--- config.mk ---
export PLATFORM = sky130hd
export DESIGN_NAME = i2cs_chain_seq
export DESIGN_NICKNAME = d
export VERILOG_FILES = /design/src/rtl/i2cs_pkg.sv /design/src/rtl/i2cs_rise_counter.sv /design/src/rtl/i2cs_cmd_decode.sv /design/src/rtl/i2cs_result_cap.sv /design/src/rtl/i2cs_chain_seq.sv
export SDC_FILE = /design/constraint.sdc
export NUM_CORES = 1
export LEC_CHECK = 0
export BUFFER_PORTS_ARGS = -buffer_cell sky130_fd_sc_hd__buf_2
export CORE_UTILIZATION = 35
export DETAILED_ROUTE_END_ITERATION = 7
export PLACE_DENSITY = 0.72
export SLEW_MARGIN = 30
export SYNTH_ARGS = -nofsm -noshare
export SYNTH_HDL_FRONTEND = slang
export SYNTH_SLANG_ARGS = --single-unit
--- constraint.sdc ---
create_clock -name clk -period 1.8 [get_ports clk]
set_input_delay 0.27 -clock clk [delete_from_list [all_inputs] [get_ports clk]]
set_output_delay 0.27 -clock clk [all_outputs]
set_load 0.05 [all_outputs]
--- src/rtl/i2cs_pkg.sv ---
package i2cs_pkg;

   // number of commands in one chained transaction
   localparam int unsigned CMD_COUNT = 4;
   localparam int unsigned STEP_W    = $clog2(CMD_COUNT + 1);

   typedef logic [STEP_W-1:0] step_t;

   typedef enum logic {
      SEQ_IDLE = 1'b0,
      SEQ_RUN  = 1'b1
   } seq_state_e;

   // step value = number of busy rises seen so far in the transaction
   localparam step_t STEP_WR_A = step_t'(0);
   localparam step_t STEP_RD_A = step_t'(1);
   localparam step_t STEP_WR_B = step_t'(2);
   localparam step_t STEP_RD_B = step_t'(3);
   localparam step_t STEP_LAST = step_t'(CMD_COUNT);

endpackage

--- src/rtl/i2cs_rise_counter.sv ---
module i2cs_rise_counter
   import i2cs_pkg::*;
(
   input  logic  clk,
   input  logic  rst_n,
   input  logic  count_en,
   input  logic  clear,
   input  logic  busy,
   output logic  rise,
   output step_t step
);

   logic busy_q;

   // previous busy value, registered every cycle
   always_ff @(posedge clk) begin
      if (!rst_n) begin
         busy_q <= 1'b0;
      end else begin
         busy_q <= busy;
      end
   end

   assign rise = busy & ~busy_q;

   always_ff @(posedge clk) begin
      if (!rst_n || clear) begin
         step <= STEP_WR_A;
      end else if (count_en && rise && (step != STEP_LAST)) begin
         step <= step_t'(step + step_t'(1));
      end
   end

endmodule

--- src/rtl/i2cs_cmd_decode.sv ---
module i2cs_cmd_decode
   import i2cs_pkg::*;
#(
   parameter int unsigned ADDR_W = 7,
   parameter int unsigned DATA_W = 8
) (
   input  logic              run,
   input  step_t             step,
   input  logic [ADDR_W-1:0] addr_q,
   input  logic [DATA_W-1:0] byte_a_q,
   input  logic [DATA_W-1:0] byte_b_q,
   output logic              en,
   output logic              rnw,
   output logic [ADDR_W-1:0] addr,
   output logic [DATA_W-1:0] wdata
);

   always_comb begin
      en    = run && (step < STEP_LAST);
      // read on the odd steps; stays read after the final command
      rnw   = run && ((step == STEP_RD_A) || (step >= STEP_RD_B));
      wdata = (step >= STEP_WR_B) ? byte_b_q : byte_a_q;
      addr  = addr_q;
   end

endmodule

--- src/rtl/i2cs_result_cap.sv ---
module i2cs_result_cap #(
   parameter int unsigned DATA_W = 8
) (
   input  logic                clk,
   input  logic                rst_n,
   input  logic                cap_hi,
   input  logic                cap_lo,
   input  logic [DATA_W-1:0]   rd_data,
   output logic [2*DATA_W-1:0] result
);

   localparam int unsigned RES_W = 2 * DATA_W;

   always_ff @(posedge clk) begin
      if (!rst_n) begin
         result <= '0;
      end else begin
         if (cap_hi) begin
            result[RES_W-1:DATA_W] <= rd_data;
         end
         if (cap_lo) begin
            result[DATA_W-1:0] <= rd_data;
         end
      end
   end

endmodule

--- src/rtl/i2cs_chain_seq.sv ---
module i2cs_chain_seq
   import i2cs_pkg::*;
#(
   parameter int unsigned ADDR_W    = 7,
   parameter int unsigned DATA_W    = 8,
   parameter bit          LATCH_CMD = 1'b1
) (
   input  logic                clk,
   input  logic                rst_n,
   input  logic                start,
   input  logic [ADDR_W-1:0]   slave_addr,
   input  logic [DATA_W-1:0]   wr_byte_a,
   input  logic [DATA_W-1:0]   wr_byte_b,
   input  logic                eng_busy,
   input  logic [DATA_W-1:0]   eng_rd_data,
   output logic                eng_en,
   output logic [ADDR_W-1:0]   eng_addr,
   output logic                eng_rnw,
   output logic [DATA_W-1:0]   eng_wdata,
   output logic [2*DATA_W-1:0] result,
   output logic                done
);

   localparam int unsigned RES_W = 2 * DATA_W;

   if (ADDR_W < 1 || ADDR_W > 10) begin : g_bad_addr_w
      $error("i2cs_chain_seq: ADDR_W must lie in 1..10");
   end
   if (DATA_W < 1) begin : g_bad_data_w
      $error("i2cs_chain_seq: DATA_W must be at least 1");
   end
   if (RES_W != 2 * DATA_W) begin : g_bad_res_w
      $error("i2cs_chain_seq: result width mismatch");
   end

   seq_state_e        state_q;
   logic              run;
   logic              rise;
   step_t             step;
   logic              finish;
   logic              cap_hi;
   logic              accept;
   logic              done_q;
   logic [ADDR_W-1:0] addr_q;
   logic [DATA_W-1:0] byte_a_q;
   logic [DATA_W-1:0] byte_b_q;

   assign run    = (state_q == SEQ_RUN);
   assign accept = (state_q == SEQ_IDLE) && start;
   assign cap_hi = run && (step == STEP_WR_B) && !eng_busy && !rise;
   assign finish = run && (step == STEP_LAST) && !eng_busy && !rise;

   always_ff @(posedge clk) begin
      if (!rst_n) begin
         state_q <= SEQ_IDLE;
         done_q  <= 1'b0;
      end else begin
         done_q <= finish;
         unique case (state_q)
            SEQ_IDLE: if (start)  state_q <= SEQ_RUN;
            SEQ_RUN:  if (finish) state_q <= SEQ_IDLE;
            default:              state_q <= SEQ_IDLE;
         endcase
      end
   end

   // command operands: held from the start pulse, or passed straight through
   if (LATCH_CMD) begin : g_latch_cmd
      always_ff @(posedge clk) begin
         if (!rst_n) begin
            addr_q   <= '0;
            byte_a_q <= '0;
            byte_b_q <= '0;
         end else if (accept) begin
            addr_q   <= slave_addr;
            byte_a_q <= wr_byte_a;
            byte_b_q <= wr_byte_b;
         end
      end
   end else begin : g_pass_cmd
      assign addr_q   = slave_addr;
      assign byte_a_q = wr_byte_a;
      assign byte_b_q = wr_byte_b;
   end

   i2cs_rise_counter u_count (
      .clk      (clk),
      .rst_n    (rst_n),
      .count_en (run),
      .clear    (finish),
      .busy     (eng_busy),
      .rise     (rise),
      .step     (step)
   );

   i2cs_cmd_decode #(
      .ADDR_W (ADDR_W),
      .DATA_W (DATA_W)
   ) u_decode (
      .run      (run),
      .step     (step),
      .addr_q   (addr_q),
      .byte_a_q (byte_a_q),
      .byte_b_q (byte_b_q),
      .en       (eng_en),
      .rnw      (eng_rnw),
      .addr     (eng_addr),
      .wdata    (eng_wdata)
   );

   i2cs_result_cap #(
      .DATA_W (DATA_W)
   ) u_result (
      .clk     (clk),
      .rst_n   (rst_n),
      .cap_hi  (cap_hi),
      .cap_lo  (finish),
      .rd_data (eng_rd_data),
      .result  (result)
   );

   assign done = done_q;

endmodule

==> results.yml <==
logic_synthesis:
  yosysMostFrequentCell: "nand2_1"
  synth-edff-count: 0
  ys_ff_latch: 45
  syn_area_um2: 1760
  synth.largest_area_cell: "dfxtp_1"
  ys.warnings.count: 0
  synth.distinct_cells: 26
  yosys-top-cells-count: "nand2_1 (64), dfxtp_1 (45), a21oi_1 (26)"
  avgSynthCellArea_um2: 8.87
  synth_flop_cell: "dfxtp_1"
  synthArstFlopShare_pct: 0
  syn_nets: 235
  synth_area_leaders: "dfxtp_1 (51%), nand2_1 (14%), a21oi_1 (7.4%)"
  yosysTopAreaCellShare_pct: 51.3
  yosysSeqAreaShare_pct: 51.3
  netlist_instances: 198
cts:
  numCtsBuffers: 5
  clkLatencyLatePin_ps: 290
  clk_path_buf_depth: 2
  clock-root-buffer: "clkbuf_8"
  cts-htree-levels: 2
  post-cts-setup-buffers: 0
  holdBufCountCts: 0
  path_clk_slew_ps: 80
  cts_tree: "yes"
  cts_sinks: 45
grt:
  grt_overflow: 0
  grt_pass1_wl_um: 6040
  antenna_found_initial: 0
  grtUsageTotal_pct: 14.8
  grt_max_degree: 24
  grt_pass1_vias: 1387
detailed_routing:
  vias: 1535
  drc: 0
  drt-pass1-iter-count: 4
  totalWireLength_um: 3780
  avgViaCountPerCell: 4.58
  drtIter0Drc: 68
  ant_nets: 0
  wire_per_inst_um: 11.3
sta:
  finClkSkew_ps: 5.70
  fin_tns_setup_ps: 0
  maxSlewViolCount: 0
  fmax_mhz: 579
  relSlewSlack_pct: 75.2
  rsz0062_at_grt: "false"
  tightest_slew_ps: 371
  hold_viol: 0
  finalCritPeriodShare_pct: 95.9
  final-setup-viol-count: 0
  min_period_ps: 1730
layout:
  drive_above_1_share_pct: 34.7
  nFillCells: 468
  area_delta_synth_final_pct: 29.7
  antenna_cells: 0
  final_nets: 305
  finalInstanceArea_um2: 2280
floorplan:
  core_um2: 4790
  die_x_um: 72.8
  die-area_um2: 5300
  io_pins: 69
  start_util_pct: 36.7
  die_h_um: 72.8
  rows: 25
worst_hold_path:
  hold_path_depth: 2
  min_from: "eng_rd_data[7]"
  hold_class: "in -> reg"
  holdPathEnd: "u_result.result[7]"
critical_path:
  reg2reg_from: "u_count.step[0]"
  critPathMaxFanout: 8
  crit_chain: "nor2_2 -> buf_6 -> mux2_2 -> buf_2"
  crit_required_ps: 1530
  critPathLaunch: "u_count.step[1]"
  slowest_delay_ps: 350
  endpoint_kind: "output pin"
  rr_endpoint: "u_result.result[1]"
  crit_arrival_ps: 1460
  reg2reg_depth: 5
  ff2ff_setup_slack_ps: 280
  critPathLaunchType: "flop"
  cp_slowest_cell: "dfxtp_1"
  path_class: "reg -> out"
placed_design:
  dp_hpwl_um: 2650
  gp_congestion: 0.859
  port-buffer-count: 68
  postPlaceCellArea_um2: 2170
power:
  ir_drop_mv: 0.421
  p_leak_nw: 1.03
  power_mw: 1.92
  power_density_nw_per_um2: 843
status:
  status: "finished, final reports clean"
run:
  cap_violations: 0
critical path: cells and delay by family, from the launching register on:
kind,cells,cell delay (ps)
flops,1,350
mux,1,330
buf+inv,2,360
simple gates,1,120
cells in the final DEF (no fill, tap or decap), drive strengths merged, types with 3 or more instances in the layout:
cell    instances
clkbuf          7
dfxtp          45
buf            74
a21oi          26
a22o            8
nor2            4
inv             3
mux2            8
and2            3
o21ai           3
mux2i           8
nand2          64
stage by stage:
step	worst slack [ps]	utilization, %	cells	hold slack [ps]
5_1_grt	0.939	47.6	335	190
2_1_floorplan	343	-	198	386
3_3_place_gp	329	45.4	328	440
6_report	73.3	47.6	335	200
4_1_cts	27.9	47.2	335	189
3_5_place_dp	283	45.4	328	443
state kept, by name (all words and copies together) (netlist names):
signal and flops:
u_count.step 3, addr_q 7, byte_b_q 8, u_result.result 16, u_count.busy_q 1, run 1
done 1, byte_a_q 8
timing repair:
| item | CTS | global route |
|---|---|---|
| resized for setup | 0 | 11 |
| hold endpoints to repair | 0 | 0 |
| endpoints found under the setup margin | 0 | 8 |
layer usage:
metal | vias to the layer above | part of all wire, % | global-route usage (%)
met5 | - | 0 | 0
met4 | 0 | 0.66 | 3.92
met3 | 5 | 6.5 | 5.39
met2 | 59 | 45 | 25.4
met1 | 678 | 48 | 17.4
li1 | 793 | - | -
layout make-up:
class | count | area, um^2 | area share (%)
Clock buffer | 7 | 86.3 | 3.79
Multi-Input combinational cell | 139 | 793 | 34.8
Sequential cell | 45 | 901 | 39.6
Inverter | 3 | 11.3 | 0.495
Timing Repair Buffer | 74 | 402 | 17.6
Tap cell | 67 | 83.8 | 3.68
kinds of logic (layout without fill, tap and decap cells):
group	count (synthesis)	in the layout	share of synthesized area, %
AOI/OAI and AO/OA	38	38	12.7
adders and majority gates	2	2	1.43
buffers and inverters	14	84	3.49
DFF	45	45	51.3
muxes	16	16	9.69
and+or+nand+nor	83	83	21.4
where the power goes:
part | switching [mW] | leakage, nW | total [mW] | internal [mW]
Combinational | 0.167 | 0.621 | 0.255 | 0.0883
Clock | 0.310 | 0.0443 | 0.615 | 0.305
Sequential | 0.0202 | 0.367 | 1.05 | 1.03
how the worst max path moves through the flow:
stage | end | slack (ps)
3_3_place_gp | u_result.result[2] | 330
6_report | eng_wdata[3] | 70
2_1_floorplan | eng_wdata[0] | 340
3_5_place_dp | u_result.result[1] | 280
5_1_grt | eng_wdata[3] | 0.9
4_1_cts | eng_wdata[1] | 30
Power figures use the tool's default switching activity.
